==> src/rtl/msk_pkg.sv <==
package msk_pkg;

    localparam int SAMPLE_W = 8;
    localparam int LUT_AW   = 6;

    typedef enum logic {
        RATE_LO = 1'b0,
        RATE_HI = 1'b1
    } rate_e;

    typedef struct packed {
        logic tick;   // sample instant
        logic mid;    // mid-bit: bit clock rises, data captured
        logic bnd;    // bit boundary: bit clock falls, step switches
    } tmg_evt_t;

    // round(127*sin(i*pi/32)), i = 0..16
    function automatic logic [SAMPLE_W-1:0] quarter_mag(input logic [4:0] i);
        case (i)
            5'd0:  return 8'd0;
            5'd1:  return 8'd12;
            5'd2:  return 8'd25;
            5'd3:  return 8'd37;
            5'd4:  return 8'd49;
            5'd5:  return 8'd60;
            5'd6:  return 8'd71;
            5'd7:  return 8'd81;
            5'd8:  return 8'd90;
            5'd9:  return 8'd98;
            5'd10: return 8'd106;
            5'd11: return 8'd112;
            5'd12: return 8'd117;
            5'd13: return 8'd122;
            5'd14: return 8'd125;
            5'd15: return 8'd126;
            default: return 8'd127;
        endcase
    endfunction

    function automatic logic [SAMPLE_W-1:0] sine_lookup(input logic [LUT_AW-1:0] p);
        logic [4:0]          off;
        logic [SAMPLE_W-1:0] mag;
        off = p[4] ? (5'd16 - {1'b0, p[3:0]}) : {1'b0, p[3:0]};
        mag = quarter_mag(off);
        return p[5] ? (~mag + 8'd1) : mag;
    endfunction

endpackage

==> src/rtl/msk_timing.sv <==
module msk_timing
    import msk_pkg::*;
#(
    parameter int SDIV   = 384,
    parameter int SPB_LO = 8,
    parameter int SPB_HI = 4
) (
    input  logic     clk,
    input  logic     rst,
    input  logic     en,
    input  rate_e    rate,
    output tmg_evt_t evt,
    output logic     st
);
    localparam int DIV_W = $clog2(SDIV);
    localparam int IDX_W = $clog2(SPB_LO);
    localparam logic [DIV_W-1:0] DIV_LAST = DIV_W'(SDIV - 1);
    localparam logic [IDX_W-1:0] LO_LAST  = IDX_W'(SPB_LO - 1);
    localparam logic [IDX_W-1:0] HI_LAST  = IDX_W'(SPB_HI - 1);
    localparam logic [IDX_W-1:0] LO_HALF  = IDX_W'(SPB_LO / 2);
    localparam logic [IDX_W-1:0] HI_HALF  = IDX_W'(SPB_HI / 2);

    logic [DIV_W-1:0] div_cnt;
    logic [IDX_W-1:0] samp_idx, samp_next, last_idx, half_idx;
    logic             en_d, st_q;

    assign last_idx  = (rate == RATE_HI) ? HI_LAST : LO_LAST;
    assign half_idx  = (rate == RATE_HI) ? HI_HALF : LO_HALF;
    assign samp_next = (samp_idx == last_idx) ? '0 : samp_idx + 1'b1;

    always_comb begin
        evt.tick = en && (div_cnt == DIV_LAST);
        evt.mid  = evt.tick && (samp_next == half_idx);
        evt.bnd  = evt.tick && (samp_next == '0);
    end

    always_ff @(posedge clk) begin
        if (rst || !en) begin
            div_cnt  <= '0;
            samp_idx <= '0;
        end else begin
            div_cnt <= (div_cnt == DIV_LAST) ? '0 : div_cnt + 1'b1;
            if (evt.tick) samp_idx <= samp_next;
        end
    end

    always_ff @(posedge clk) begin
        if (rst) begin
            en_d <= 1'b0;
            st_q <= 1'b1;
        end else begin
            en_d <= en;
            if (!en)            st_q <= 1'b1;
            else if (!en_d)     st_q <= 1'b0;
            else if (evt.mid)   st_q <= 1'b1;
            else if (evt.bnd)   st_q <= 1'b0;
        end
    end

    assign st = st_q;

    a_r6_clk_idle_high: assert property (@(posedge clk) disable iff (rst)
        !en |=> st_q);

    a_r2_rise_at_mid: assert property (@(posedge clk) disable iff (rst)
        (en && $rose(st_q)) |-> (samp_idx == half_idx));

    a_r2_fall_at_start: assert property (@(posedge clk) disable iff (rst)
        (en && $past(en) && $fell(st_q)) |-> (samp_idx == '0));

endmodule

==> src/rtl/msk_phase.sv <==
module msk_phase
    import msk_pkg::*;
#(
    parameter int PHASE_W = 16,
    parameter logic [PHASE_W-1:0] INC_SPACE   = 16'd8192,
    parameter logic [PHASE_W-1:0] INC_MARK_LO = 16'd12288,
    parameter logic [PHASE_W-1:0] INC_MARK_HI = 16'd16384
) (
    input  logic               clk,
    input  logic               rst,
    input  logic               en,
    input  rate_e              rate,
    input  tmg_evt_t           evt,
    input  logic               din,
    output logic [PHASE_W-1:0] phase
);
    logic               data_hold, bit_cur;
    logic [PHASE_W-1:0] phase_q, step;

    always_comb begin
        if (!bit_cur)              step = INC_SPACE;
        else if (rate == RATE_HI)  step = INC_MARK_HI;
        else                       step = INC_MARK_LO;
    end

    always_ff @(posedge clk) begin
        if (rst || !en) begin
            data_hold <= 1'b0;
            bit_cur   <= 1'b0;
            phase_q   <= '0;
        end else begin
            if (evt.mid)  data_hold <= din;
            if (evt.bnd)  bit_cur   <= data_hold;
            if (evt.tick) phase_q   <= phase_q + step;
        end
    end

    assign phase = phase_q;

    a_r5_step_at_boundary: assert property (@(posedge clk) disable iff (rst)
        (en && $past(en) && (bit_cur != $past(bit_cur))) |-> $past(evt.bnd));

    a_r5_phase_moves_on_tick: assert property (@(posedge clk) disable iff (rst)
        (en && $past(en) && !$past(evt.tick)) |-> $stable(phase_q));

endmodule

==> src/rtl/msk_sine.sv <==
module msk_sine
    import msk_pkg::*;
#(
    parameter int PHASE_W = 16
) (
    input  logic                clk,
    input  logic                rst,
    input  logic                en,
    input  logic                tick,
    input  logic [PHASE_W-1:0]  phase,
    output logic [SAMPLE_W-1:0] sample,
    output logic                stb
);
    logic [SAMPLE_W-1:0] sample_q;
    logic                stb_q;

    always_ff @(posedge clk) begin
        if (rst || !en) begin
            sample_q <= '0;
            stb_q    <= 1'b0;
        end else begin
            stb_q <= tick;
            if (tick) sample_q <= sine_lookup(phase[PHASE_W-1 -: LUT_AW]);
        end
    end

    assign sample = sample_q;
    assign stb    = stb_q;

    a_r7_quiet_when_off: assert property (@(posedge clk) disable iff (rst)
        !en |=> (sample_q == '0 && !stb_q));

    a_r1_strobe_needs_en: assert property (@(posedge clk) disable iff (rst)
        stb_q |-> $past(en));

    a_r8_hold_between: assert property (@(posedge clk) disable iff (rst)
        (en && !stb_q) |-> $stable(sample_q));

endmodule

==> src/rtl/msk_tone_mod.sv <==
module msk_tone_mod
    import msk_pkg::*;
#(
    parameter int CLK_HZ       = 3686400,
    parameter int SAMPLE_HZ    = 9600,
    parameter int BAUD_LO      = 1200,
    parameter int BAUD_HI      = 2400,
    parameter int TONE_SPACE   = 1200,
    parameter int TONE_MARK_LO = 1800,
    parameter int TONE_MARK_HI = 2400,
    parameter int PHASE_W      = 16
) (
    input  logic                clk,
    input  logic                rst,
    input  logic                mod_en,
    input  logic                rate_sel,
    input  logic                tx_data,
    output logic                tx_bit_clk,
    output logic [SAMPLE_W-1:0] sample_out,
    output logic                sample_stb
);
    localparam int SDIV   = CLK_HZ / SAMPLE_HZ;
    localparam int SPB_LO = SAMPLE_HZ / BAUD_LO;
    localparam int SPB_HI = SAMPLE_HZ / BAUD_HI;
    localparam logic [PHASE_W-1:0] INC_SPACE   = PHASE_W'((longint'(TONE_SPACE)   << PHASE_W) / SAMPLE_HZ);
    localparam logic [PHASE_W-1:0] INC_MARK_LO = PHASE_W'((longint'(TONE_MARK_LO) << PHASE_W) / SAMPLE_HZ);
    localparam logic [PHASE_W-1:0] INC_MARK_HI = PHASE_W'((longint'(TONE_MARK_HI) << PHASE_W) / SAMPLE_HZ);

    rate_e              rate;
    tmg_evt_t           evt;
    logic [PHASE_W-1:0] phase;

    assign rate = rate_e'(rate_sel);

    msk_timing #(.SDIV(SDIV), .SPB_LO(SPB_LO), .SPB_HI(SPB_HI)) u_timing (
        .clk (clk),
        .rst (rst),
        .en  (mod_en),
        .rate(rate),
        .evt (evt),
        .st  (tx_bit_clk)
    );

    msk_phase #(
        .PHASE_W    (PHASE_W),
        .INC_SPACE  (INC_SPACE),
        .INC_MARK_LO(INC_MARK_LO),
        .INC_MARK_HI(INC_MARK_HI)
    ) u_phase (
        .clk  (clk),
        .rst  (rst),
        .en   (mod_en),
        .rate (rate),
        .evt  (evt),
        .din  (tx_data),
        .phase(phase)
    );

    msk_sine #(.PHASE_W(PHASE_W)) u_sine (
        .clk   (clk),
        .rst   (rst),
        .en    (mod_en),
        .tick  (evt.tick),
        .phase (phase),
        .sample(sample_out),
        .stb   (sample_stb)
    );

    a_r9_reset_state: assert property (@(posedge clk)
        $past(rst) |-> (tx_bit_clk && sample_out == '0 && !sample_stb));

endmodule

==> config.mk <==
export PLATFORM = sky130hd
export DESIGN_NAME = msk_tone_mod
export DESIGN_NICKNAME = d
export VERILOG_FILES = /design/src/rtl/msk_pkg.sv /design/src/rtl/msk_timing.sv /design/src/rtl/msk_phase.sv /design/src/rtl/msk_sine.sv /design/src/rtl/msk_tone_mod.sv
export SDC_FILE = /design/constraint.sdc
export NUM_CORES = 1
export LEC_CHECK = 0
export BUFFER_PORTS_ARGS = -buffer_cell sky130_fd_sc_hd__clkbuf_2
export CAP_MARGIN = 25
export CORE_MARGIN = 2
export CORE_UTILIZATION = 30
export CTS_CLUSTER_SIZE = 24
export DETAILED_ROUTE_END_ITERATION = 12
export PLACE_DENSITY_LB_ADDON = 0.12
export REMOVE_ABC_BUFFERS = 1
export SYNTH_ARGS = -nofsm -noshare
export SYNTH_HDL_FRONTEND = slang
export SYNTH_SLANG_ARGS = --single-unit
==> constraint.sdc <==
create_clock -name clk -period 4.95 [get_ports clk]
set_input_delay 0.7425 -clock clk [delete_from_list [all_inputs] [get_ports clk]]
set_output_delay 0.7425 -clock clk [all_outputs]
set_load 0.005 [all_outputs]
==> impl_metrics.ini <==
[layout]
syn2layout_area_growth_pct = 17.5
instances_no_fill = 259
drive_gt1_share_pct = 14.1
nNetsFinal = 205
design_area_mm2 = 0.00172
diodes = 0

[power]
p_sw_share_pct = 20.0
switchingPower_w = 0.000100
leakage_nw = 0.648
power_density_mw_per_mm2 = 293
power_frac_seq_pct = 47.0
combPwrFrac_pct = 2.0
p_int_w = 0.000401
clkPwrFrac_pct = 51.0
irDropWorstVdd_v = 0.000121

[floorplan]
die-area_mm2 = 0.00544
rows = 25
io_pins = 15
die_h_um = 73.8
fp.coreArea_mm2 = 0.00472
die_x_um = 73.8
start_util_pct = 30.9

[grt]
grt_overflow_total = 0
grt_pass1_vias = 1161
grt_max_degree = 19
grt_use_total_pct = 13.3
antenna_found_initial = 0
grt_first_pass_wirelength_um = 5410

[sta]
max_freq_mhz = 410
fin_setup_tns_ns = 0
setup_viol = 0
max-slew-margin-rel_pct = 50.8
clock-skew-final_ns = 0.00570
hold_ws_ns = 0.455
rsz0062_at_grt = false
period_share_pct = 49.2
final.min_clock_period_ns = 2.44
hold_viol_final = 0
slew_viol_final = 0
worstMarginPinSlew_ns = 0.738

[synthesis]
syn_inst = 174
synth_top_area_share_pct = 39.8
ys.flop_type = dfxtp_1
synth-async-reset-ratio_pct = 0
yosys.area.top_type = dfxtp_1
ys_seq_area_share_pct = 39.8
ys_types = 35
syn_avg_cell_area_um2 = 8.39
yosys_register_bits = 29
yosysWarnings = 0
netlist_area_mm2 = 0.00146
synth_edf_count = 0
ys_top_cells_by_area = dfxtp_1 (40%), ha_1 (6.9%), nand2_1 (5.9%), a21oi_1 (4.8%), nor2_1 (3.6%)

[clocking]
tritoncts = done
clock_latency_ns = 0.28
clock_sinks = 29
clk_pin_slew_ns = 0.07
cts_resized = 0
cts-buffers-inserted = 5
clk_path_buf_depth = 2
htree_levels = 2
cts_hold_buf = 0
cts_root_buf = clkbuf_8
cts_setup_buffers = 0

[setup_path]
critPathKind = flip-flop to flip-flop
cp_max_fo = 9
end_kind = flip-flop
critPathTopFamily = compound AO/OA/AOI/OAI gates
crit_chain = inv_1 > ha_1 > mux2i_1 > o21ai_0 > inv_1 > ha_1 > nand2b_1 > o21ai_0 > a31oi_1 > a211oi_1
crit_required_ns = 5.14
arrival_ns = 2.63
cpPeakStageDelay_ns = 0.48
worst_path_max_delay_cell = dfxtp_1
crit_path_start_kind = flip-flop
crit_buf_inv = 2

[drt]
dr.pass1.iters = 4
detail_route.wl_per_cell_um = 12.0
drc = 0
via_per_inst = 4.74
routed_wl_um = 3120
vias = 1228
drt-initial-drc-count = 79
antenna_left = 0

[placement]
dp_cells = 251
placedInstanceArea_mm2 = 0.00160
place_hpwl_um = 2280
place.gp.congestion = 0.810
port_buffers = 14

[run]
cap_violations = 0

[outcome]
outcome = complete, no violations

[worst_hold_path]
hold_class = flip-flop to flip-flop
==> per-stage QoR <==
step	utilization [%]	setup slack, ns	power [W]
4_1_cts	36.3	2.50	0.000509
5_1_grt	36.3	2.28	0.000522
2_1_floorplan	-	2.88	0.000246
6_report	36.3	2.51	0.000502
3_5_place_dp	33.8	2.55	0.000252
3_3_place_gp	33.8	2.61	0.000251
==> sequential cells by signal, indices dropped and copies added (netlist names) <==
name,flops
u_timing.div_cnt,9
u_sine.sample,8
u_phase.phase,4
u_timing.samp_idx,3
u_phase.bit_cur,1
u_phase.data_hold,1
u_sine.stb,1
u_timing.en_d,1
u_timing.st,1
==> synthesized netlist by cell type (3+ instances only) <==
cell	instances
o211ai_1	3
clkbuf_1	3
dfxtp_1	29
nor3_1	5
o21ai_0	8
ha_1	8
nor2_1	14
a21oi_1	14
mux2i_1	4
inv_1	10
nand3_1	7
xor2_1	4
nand2b_1	5
nand2_1	23
or3_1	4
a211oi_1	6
xnor2_1	4
==> path summary, 6_finish.rpt <==
kind,from,end,slack (ns),depth (start not counted)
hold / removal,u_timing.div_cnt[0],u_timing.div_cnt[0],0.45,1
setup reg to reg,u_phase.phase[12],u_sine.sample[4],2.51,10
hold reg to reg,u_timing.div_cnt[0],u_timing.div_cnt[0],0.45,1
setup / recovery,u_phase.phase[12],u_sine.sample[4],2.51,10
==> cells by family after synthesis <==
family	Yosys count	synth area share [%]
xor gates and xnor gates	8	4.80
muxes	4	2.74
adders and majority gates	9	8.23
buffers and inverters	16	4.63
and+or+nand+nor	68	23.3
AOI/OAI and AO/OA	40	16.5
DFF	29	39.8
==> cells in the final DEF (no fill, tap or decap), types with 5 or more instances in the layout <==
| cell type | synthesis | final |
|---|---|---|
| a211oi_1 | 6 | 6 |
| a21oi_1 | 14 | 14 |
| clkbuf_2 | 0 | 14 |
| clkbuf_8 | 0 | 6 |
| dfxtp_1 | 29 | 29 |
| ha_1 | 8 | 8 |
| inv_1 | 10 | 10 |
| nand2_1 | 23 | 23 |
| nand2b_1 | 5 | 5 |
| nand3_1 | 7 | 7 |
| nor2_1 | 14 | 14 |
| nor3_1 | 5 | 5 |
| o21ai_0 | 8 | 8 |
==> worst register-to-register path, delay by kind of cell, from the launching register on <==
kind / cells / cell delay, ns
mux: 1 / 0.11
simple gates: 1 / 0.18
buf+inv: 2 / 0.24
flops: 1 / 0.48
fa+ha+maj: 2 / 0.53
compound gates: 4 / 0.81
==> power groups by stage <==
| stage | registers, W | logic [W] | clock network [W] |
|---|---|---|---|
| 2_1_floorplan | 0.000241 | 0.00000486 | 0 |
| 3_3_place_gp | 0.000241 | 0.00000987 | 0 |
| 3_5_place_dp | 0.000241 | 0.0000102 | 0 |
| 4_1_cts | 0.000236 | 0.0000101 | 0.000263 |
| 5_1_grt | 0.000236 | 0.0000114 | 0.000275 |
| 6_report | 0.000236 | 0.00000992 | 0.000256 |
==> cell type report <==
type / count / area, µm²
inverter: 11 / 41.3
sequential: 29 / 581
fill: 494 / 3010
clock buffer: 6 / 82.6
multi-input combinational: 129 / 812
tap: 67 / 83.8
clock inverter: 2 / 37.5
timing repair buffer: 15 / 77.6
==> per-layer routing <==
layer  share of wire, %  global-route usage (%)  up-vias
li1                   -                       -      643
met1                 48                    16.2      568
met2                 48                    21.5       13
met3                3.0                    3.70        4
met4                1.3                    6.06        0
met5                  0                       0        -
(Power assumes the default switching activity.)
